## config.mk

```make
export PLATFORM = sky130hd
export DESIGN_NAME = vmem_sequencer
export DESIGN_NICKNAME = d
export VERILOG_FILES = /design/src/rtl/vseq_pkg.sv /design/src/rtl/vseq_ctrl.sv /design/src/rtl/vseq_datapath.sv /design/src/rtl/vmem_sequencer.sv
export SDC_FILE = /design/constraint.sdc
export NUM_CORES = 1
export LEC_CHECK = 0
export ABC_AREA = 1
export CAP_MARGIN = 40
export CORE_AREA = 2 2 258 260
export CTS_BUF_LIST = sky130_fd_sc_hd__clkbuf_8
export CTS_CLUSTER_DIAMETER = 100
export DETAILED_ROUTE_END_ITERATION = 10
export DIE_AREA = 0 0 260 262
export DONT_BUFFER_PORTS = 1
export PLACE_DENSITY_LB_ADDON = 0.2
export SYNTH_ARGS = -nofsm -noshare
export SYNTH_HDL_FRONTEND = slang
export SYNTH_SLANG_ARGS = --single-unit
export TNS_END_PERCENT = 1
```

## constraint.sdc

```tcl
create_clock -name clk -period 3.15 [get_ports clk]
set_clock_uncertainty 0.1 [all_clocks]
set_input_delay 0.4725 -clock clk [delete_from_list [all_inputs] [get_ports clk]]
set_output_delay 0.4725 -clock clk [all_outputs]
set_load 0.01 [all_outputs]
```

## src/rtl/vseq_pkg.sv

```systemverilog
package vseq_pkg;
  typedef struct packed {
    logic load;     // latch a new instruction, clear completion state
    logic advance;  // a request was accepted downstream
    logic finish;   // all requests completed this cycle
  } seqStrobe_t;
endpackage

```

## src/rtl/vseq_ctrl.sv

```systemverilog
module vseq_ctrl
  import vseq_pkg::*;
#(
  parameter int NUM_REQ = 8,
  parameter int IDX_W   = 3,
  parameter int CNT_W   = 4
) (
  input  logic             clk,
  input  logic             rst,
  input  logic             instValid,
  output logic             instReady,
  input  logic             instIsStore,
  output logic             reqValid,
  input  logic             reqReady,
  output logic             reqIsStore,
  output logic [IDX_W-1:0] reqIdx,
  input  logic             rspValid,
  input  logic             allDone,
  output seqStrobe_t       strobe,
  output logic             wbValid,
  output logic             storeDone
);
  logic             busy;
  logic             storeMode;
  logic [CNT_W-1:0] issueCnt;
  logic             issuing;

  assign issuing    = busy && (issueCnt < CNT_W'(NUM_REQ));
  assign instReady  = !busy;
  assign reqValid   = issuing;
  assign reqIdx     = issueCnt[IDX_W-1:0];
  assign reqIsStore = storeMode;

  assign strobe.load    = instValid && !busy;
  assign strobe.advance = issuing && reqReady;
  assign strobe.finish  = busy && allDone;

  assign wbValid   = strobe.finish && !storeMode;
  assign storeDone = strobe.finish && storeMode;

  always_ff @(posedge clk) begin
    if (rst) begin
      busy      <= 1'b0;
      storeMode <= 1'b0;
      issueCnt  <= '0;
    end else if (strobe.load) begin
      busy      <= 1'b1;
      storeMode <= instIsStore;
      issueCnt  <= '0;
    end else begin
      if (strobe.advance) issueCnt <= issueCnt + 1'b1;
      if (strobe.finish)  busy     <= 1'b0;
    end
  end

  AST_IDLE_NO_REQ: assert property (@(posedge clk) disable iff (rst)
    instReady |-> !reqValid) else $error("idle sequencer issued a request");

  AST_REQ_HOLD: assert property (@(posedge clk) disable iff (rst)
    (reqValid && !reqReady) |=> (reqValid && $stable(reqIdx))) else $error("stalled request changed");

  AST_DONE_PULSE: assert property (@(posedge clk) disable iff (rst)
    (wbValid || storeDone) |=> !(wbValid || storeDone)) else $error("completion longer than a cycle");

  AST_NO_RSP_IDLE: assert property (@(posedge clk) disable iff (rst)
    rspValid |-> busy) else $error("response with no instruction in flight");

  AST_REQ_IN_RANGE: assert property (@(posedge clk) disable iff (rst)
    reqValid |-> (CNT_W'(reqIdx) < CNT_W'(NUM_REQ))) else $error("request index out of range");
endmodule

```

## src/rtl/vseq_datapath.sv

```systemverilog
module vseq_datapath
  import vseq_pkg::*;
#(
  parameter int VLEN    = 256,
  parameter int MEM_W   = 32,
  parameter int ADDR_W  = 32,
  parameter int DEST_W  = 5,
  parameter int NUM_REQ = 8,
  parameter int IDX_W   = 3
) (
  input  logic              clk,
  input  logic              rst,
  input  seqStrobe_t        strobe,
  input  logic [ADDR_W-1:0] instBase,
  input  logic [DEST_W-1:0] instDest,
  input  logic [VLEN-1:0]   instStoreData,
  input  logic [IDX_W-1:0]  reqIdx,
  output logic [ADDR_W-1:0] reqAddr,
  output logic [MEM_W-1:0]  reqWdata,
  input  logic              rspValid,
  input  logic [IDX_W-1:0]  rspIdx,
  input  logic [MEM_W-1:0]  rspData,
  output logic              allDone,
  output logic [DEST_W-1:0] wbDest,
  output logic [VLEN-1:0]   wbData
);
  localparam int BYTES = MEM_W / 8;

  logic [ADDR_W-1:0]                 baseReg;
  logic [DEST_W-1:0]                 destReg;
  logic [NUM_REQ-1:0][MEM_W-1:0]     storeVec;
  logic [NUM_REQ-1:0][MEM_W-1:0]     gatherBuf;
  logic [NUM_REQ-1:0]                doneMap;

  always_ff @(posedge clk) begin
    if (rst) begin
      baseReg  <= '0;
      destReg  <= '0;
      storeVec <= '0;
    end else if (strobe.load) begin
      baseReg  <= instBase;
      destReg  <= instDest;
      storeVec <= instStoreData;
    end
  end

  assign reqAddr  = baseReg + (ADDR_W'(reqIdx) * ADDR_W'(BYTES));
  assign reqWdata = storeVec[reqIdx];

  for (genvar g = 0; g < NUM_REQ; g++) begin : gSlot
    logic hit;
    assign hit = rspValid && (rspIdx == IDX_W'(g));

    always_ff @(posedge clk) begin
      if (rst || strobe.load) doneMap[g] <= 1'b0;
      else if (hit)           doneMap[g] <= 1'b1;
    end

    always_ff @(posedge clk) begin
      if (rst)      gatherBuf[g] <= '0;
      else if (hit) gatherBuf[g] <= rspData;
    end
  end

  assign allDone = &doneMap;
  assign wbDest  = destReg;
  assign wbData  = gatherBuf;

  AST_RSP_ONCE: assert property (@(posedge clk) disable iff (rst)
    rspValid |-> !doneMap[rspIdx]) else $error("request completed twice");

  AST_LOAD_CLEARS: assert property (@(posedge clk) disable iff (rst)
    strobe.load |=> (doneMap == '0)) else $error("completion map not cleared");
endmodule

```

## src/rtl/vmem_sequencer.sv

```systemverilog
module vmem_sequencer
  import vseq_pkg::*;
#(
  parameter int VLEN   = 256,
  parameter int MEM_W  = 32,
  parameter int ADDR_W = 32,
  parameter int DEST_W = 5,
  localparam int NUM_REQ = VLEN / MEM_W,
  localparam int IDX_W   = (NUM_REQ > 1) ? $clog2(NUM_REQ) : 1,
  localparam int CNT_W   = $clog2(NUM_REQ + 1)
) (
  input  logic              clk,
  input  logic              rst,
  input  logic              instValid,
  output logic              instReady,
  input  logic              instIsStore,
  input  logic [ADDR_W-1:0] instBase,
  input  logic [DEST_W-1:0] instDest,
  input  logic [VLEN-1:0]   instStoreData,
  output logic              reqValid,
  input  logic              reqReady,
  output logic              reqIsStore,
  output logic [IDX_W-1:0]  reqIdx,
  output logic [ADDR_W-1:0] reqAddr,
  output logic [MEM_W-1:0]  reqWdata,
  input  logic              rspValid,
  input  logic [IDX_W-1:0]  rspIdx,
  input  logic [MEM_W-1:0]  rspData,
  output logic              wbValid,
  output logic [DEST_W-1:0] wbDest,
  output logic [VLEN-1:0]   wbData,
  output logic              storeDone
);
  seqStrobe_t strobe;
  logic       allDone;

  vseq_ctrl #(
    .NUM_REQ(NUM_REQ), .IDX_W(IDX_W), .CNT_W(CNT_W)
  ) u_ctrl (
    .clk(clk), .rst(rst),
    .instValid(instValid), .instReady(instReady), .instIsStore(instIsStore),
    .reqValid(reqValid), .reqReady(reqReady), .reqIsStore(reqIsStore), .reqIdx(reqIdx),
    .rspValid(rspValid), .allDone(allDone), .strobe(strobe),
    .wbValid(wbValid), .storeDone(storeDone)
  );

  vseq_datapath #(
    .VLEN(VLEN), .MEM_W(MEM_W), .ADDR_W(ADDR_W), .DEST_W(DEST_W),
    .NUM_REQ(NUM_REQ), .IDX_W(IDX_W)
  ) u_dp (
    .clk(clk), .rst(rst), .strobe(strobe),
    .instBase(instBase), .instDest(instDest), .instStoreData(instStoreData),
    .reqIdx(reqIdx), .reqAddr(reqAddr), .reqWdata(reqWdata),
    .rspValid(rspValid), .rspIdx(rspIdx), .rspData(rspData),
    .allDone(allDone), .wbDest(wbDest), .wbData(wbData)
  );
endmodule

```

* Word-level counts from Yosys, hierarchy flattened
Cells that the tools add are included.
Word-level totals: input bits 334, flip-flop bits (word level) 563, output and inout bits 333, word-level logic and storage cells 65
Cells by class: $add $sub $neg 2, multiplexer cells 4, magnitude comparators 2, equality and inequality tests 7, reduce and logical (&&, ||, !) cells 21
Operator list (count):
- $bmux 32 s3 | 1
- $add 32x5->32 | 1
- $mux 32 | 1
- $logic_and 1x1->1 | 14
- $eq 3x3->1 const B | 4
- $reduce_and 8->1 | 1
- $eq 3x2->1 const B | 2
- $add 4x1->4 const B | 1
- $lt 3x4->1 const B | 1
- $lt 4x4->1 const B | 1
- $eq 3x1->1 const B | 1
- $logic_not 3->1 | 1
- $logic_not 1->1 | 2
- $mux 1 | 2
- $reduce_bool 2->1 | 1
- $reduce_or 2->1 | 1
- $logic_or 1x1->1 | 1

* Logic depth before layout (Yosys ltp)
depth in word-level cells 4, gate-level depth with buffers 10, gate-level depth less buffers 10

* Hierarchy
Synthesis repeated with hierarchy kept, for this count alone.
Second synthesis, totals: cells, all modules 3163, area total of the unflattened synthesis 22709.3 um^2
Modules (own cells, without submodules):
- vseq_datapath | cells an instance 3113, area each 22353.9 um^2, times used 1, sequential area each 11150.7 um^2
- vseq_ctrl | cells an instance 50, area each 355.3 um^2, times used 1, sequential area each 120.1 um^2

* Least setup slack after synthesis
No wires, ideal clock.
path kind reg2out, start register u_ctrl.issueCnt[0], end output port reqAddr[18], slack 1.030 ns, arrival 1.548 ns, stages on the path, launching flop included 8, path buffers 0, required time 2.577 ns, path through dfxtp_1 > ha_1 > fa_1 > nand2_1 > nand2_1 > nand3_1 > nor2_1 > xor2_1
Between the ends: word-level cells in the longest chain between the ends 1
Ends and longest elaborated chain:
- from (decl) | RTL line vseq_ctrl.sv:25 | logic [CNT_W-1:0] issueCnt;
- from (signal assigned) | RTL line vseq_ctrl.sv:51 | if (strobe.advance) issueCnt <= issueCnt + 1'b1;
- $add 32x5->32 | RTL line vseq_datapath.sv:47 | assign reqAddr = baseReg + (ADDR_W'(reqIdx) * ADDR_W'(BYTES));
- to (decl) | RTL line vmem_sequencer.sv:24 | output logic [ADDR_W-1:0] reqAddr,
No other way between the ends.

* Final worst setup path
start register u_ctrl.issueCnt[0], end output port reqWdata[22]
Between the ends: word-level cells in the longest chain between the ends 2
Ends and longest elaborated chain:
- $bmux 32 s3 | RTL line vseq_datapath.sv:48 | assign reqWdata = storeVec[reqIdx];
- $mux 32 (not written as such) | RTL line vseq_datapath.sv:48
- to (decl) | RTL line vmem_sequencer.sv:25 | output logic [MEM_W-1:0] reqWdata,
No other way between the ends. The select of a mux whose other input is x is not followed.

==> flow_metrics.env <==
export IMPL_outcome="finished, final reports clean"
export IMPL_critPathCaptureType="primary output"
export IMPL_ys_types=35
export IMPL_yosys_top_cells_area="dfxtp_1 (49%), nor2_1 (21%), o21ai_0 (14%)"
export IMPL_synth_most_common_cell="nor2_1"
export IMPL_syn_avg_cell_area_sq_um=7.25
export IMPL_cpMostUsedCell="nand2_1"
export IMPL_num_vias=22400
export IMPL_worst_path_buf_inv=1
export IMPL_crit_fanout=124
export IMPL_grt_pass1_wl_um=136000
export IMPL_synthArstFlopShare_pct=0
export IMPL_htree_levels=3
export IMPL_port_buffers=0
export IMPL_via_per_inst=5.18
export IMPL_r2r_end="u_dp.storeVec[33]"
export IMPL_synthesis_nets=3491
export IMPL_multi_input_area_sq_um=9960
export IMPL_cp_data_required_time_ns=2.58
export IMPL_worst_setup_path_type="flip-flop to primary output"
export IMPL_rsz0062_at_grt="true"
export IMPL_final_cells=4326
export IMPL_synthTopCellsByCount="nor2_1 (1267), o21ai_0 (633), dfxtp_1 (563)"
export IMPL_drc_errors=0
export IMPL_hold_depth=3
export IMPL_ys_ff_latch=563
export IMPL_dpl_cell_count=3798
export IMPL_slowest_delay_ns=0.50
export IMPL_fp_row_count=94
export IMPL_synth_seq_area_share_pct=49.3
export IMPL_cts_buffers=99
export IMPL_worstMarginPinSlew_ns=0.874
export IMPL_path_clk_slew_ns=0.06
export IMPL_die_w_um=260
export IMPL_r2r_slack_ns=1.26
export IMPL_final_nets=3703
export IMPL_synth_cells=3152
export IMPL_placed_area_sq_um=22900
export IMPL_post_drt_wl_per_cell_um=21.5
export IMPL_fmax_mhz=327
export IMPL_insertion_delay_ns=0.71
export IMPL_clock_sinks=563
export IMPL_synth_top_cell_area_share_pct=49.3
export IMPL_hold_ws_ns=0.0626
export IMPL_initial_core_util_pct=35.0
export IMPL_layout_drive_gt1_share_pct=6.94
export IMPL_first_global_vias=22100
export IMPL_drv_slew=0
export IMPL_globalRoute_totalOverflow=0
export IMPL_worst_ep_arrival_time_ns=2.49
export IMPL_reg2reg_from="u_ctrl.busy"
export IMPL_clk_path_buf_depth=3
export IMPL_p_per_area_nw_per_um2=589
export IMPL_antenna_found_initial=20
export IMPL_r2r_cells=5
export IMPL_track_usage_pct=26.0
export IMPL_startpoint_type="flip-flop"
export IMPL_synth_edf_count=0
export IMPL_hold_end="u_dp.storeVec[31]"
export IMPL_leakagePower_nw=12.3
export IMPL_fin_area_sq_um=28400
export IMPL_die_area_sq_um=68100
export IMPL_drt_first_iter_violations=1917
export IMPL_cp_cell_sequence="buf_16 -> o21ai_0 -> o22ai_1 -> nand2_1 -> nand2_1"
export IMPL_pin_count=667
export IMPL_finalSetupViolCount=0
export IMPL_synth_yosys_warnings=0
export IMPL_routed_wirelength_um=93000
export IMPL_dp_hpwl_um=62400
export IMPL_hold_class="input pin to flip-flop"
export IMPL_root_buffer="clkbuf_8"
export IMPL_syn_to_final_growth_pct=24.3
export IMPL_crit_family="compound AO/OA/AOI/OAI gates"
export IMPL_power_w=0.0167
export IMPL_cts_tree="done"
export IMPL_grt_max_degree=147
export IMPL_die_h_um=262
export IMPL_max_cap_violations=0
export IMPL_period_share_pct=97.1
export IMPL_ant_nets=0
export IMPL_final_hold_violation_count=0
export IMPL_fill_cells=6547
export IMPL_ys_flop_type="dfxtp_1"
export IMPL_first_pass_iters=6
export IMPL_yosys_area_top_type="dfxtp_1"
export IMPL_crit_slowest_cell="dfxtp_4"
export IMPL_regArea_sq_um=11300
export IMPL_postCtsSetupBuffers=0
export IMPL_core_area_sq_um=65300
export IMPL_relSlewSlack_pct=41.7
export IMPL_peakVddDrop_mv=0.298
export IMPL_netlist_area_sq_um=22900
export IMPL_routabilityCongestion=0.925
export IMPL_worstHoldStart="rst"
export IMPL_finalCriticalPeriod_ns=3.06
## metrics by stage
| stage | util [%] | TNS (ns) | worst slack [ns] |
|---|---|---|---|
| after detailed placement | 35.1 | 0 | 0.795 |
| after CTS | 43.4 | 0 | 0.00275 |
| after global placement | 35.1 | 0 | 0.826 |
| final | 43.5 | 0 | 0.0905 |
| after floorplan | - | 0 | 1.03 |
| after global routing | 43.5 | -0.0807 | -0.0419 |
## report_power, final
group          internal, W  switching, W
Clock              0.00380       0.00327
Combinational     0.000669       0.00110
Sequential         0.00754      0.000370
## layout make-up
class                      count  share of cell area, %
inverter                      44                  0.660
clock inverter                54                   1.16
antenna                       16                  0.141
sequential                   563                   39.7
tap                          864                   3.80
clock buffer                 129                   6.25
timing repair buffer         370                   13.3
multi-input combinational   2286                   35.0
## layout by cell type, fill, tap and decap left out, drive strengths merged, types with 4 or more instances in the layout
| cell | instances |
|---|---|
| nor2 | 1285 |
| o21ai | 681 |
| dfxtp | 563 |
| dlygate4sd3 | 329 |
| nand2 | 196 |
| clkbuf | 129 |
| inv | 79 |
| o22ai | 64 |
| buf | 41 |
| diode | 16 |
| clkinv | 16 |
| nand3 | 12 |
| a21oi | 11 |
| nand3b | 10 |
| xor2 | 9 |
| xnor2 | 5 |
| ha | 4 |
## flip-flops by register name, summed over array words and instances, names as in the netlist
name and count:
u_dp.storeVec 256, u_dp.wbData 256, u_dp.baseReg 32, u_dp.doneMap 8, u_dp.wbDest 5, u_ctrl.issueCnt 4
u_ctrl.busy 1, u_ctrl.reqIsStore 1
## how the worst max path moves through the flow
stage	cells after the start	startpoint	endpoint	slack [ns]
final	5	u_ctrl.issueCnt[0]	reqWdata[22]	0.09
after global routing	5	u_ctrl.issueCnt[0]	reqWdata[22]	-0.04
after CTS	5	u_ctrl.issueCnt[0]	reqWdata[22]	0.003
after detailed placement	7	u_ctrl.issueCnt[0]	reqAddr[14]	0.79
after global placement	6	u_ctrl.issueCnt[0]	reqWdata[30]	0.83
after floorplan	7	u_ctrl.issueCnt[0]	reqAddr[18]	1.03
## worst reg2reg max path: stages (launching register included)
cell and delay (ns):
dfxtp_1 0.37, nor2_4 0.10, inv_8 0.49, buf_4 0.52
nor2_1 0.10, nor2_1 0.12
## logic make-up after synthesis
logic type               after synthesis  synth area share, %
AO/OA/AOI/OAI                        758                 17.0
XOR/XNOR                              14                0.536
adder cells (fa/ha/maj)                5                0.307
buffers and inverters                303                 7.37
flip-flops                           563                 49.3
AND/OR/NAND/NOR                     1509                 25.5
## repair_timing
action	4_1_cts	5_1_grt
resized for setup	1	11
hold endpoints to repair	563	0
setup endpoints to repair	1	19
hold buffers	329	0
## routing by layer
metal / up-vias / track usage, % / routed length, um
met1: 10500 / 30.0 / 36500
met4: 16 / 11.7 / 3630
met2: 1030 / 43.9 / 44300
met3: 221 / 8.31 / 8430
li1: 10600 / - / -
met5: - / 0 / 108
(Power assumes the default switching activity.)
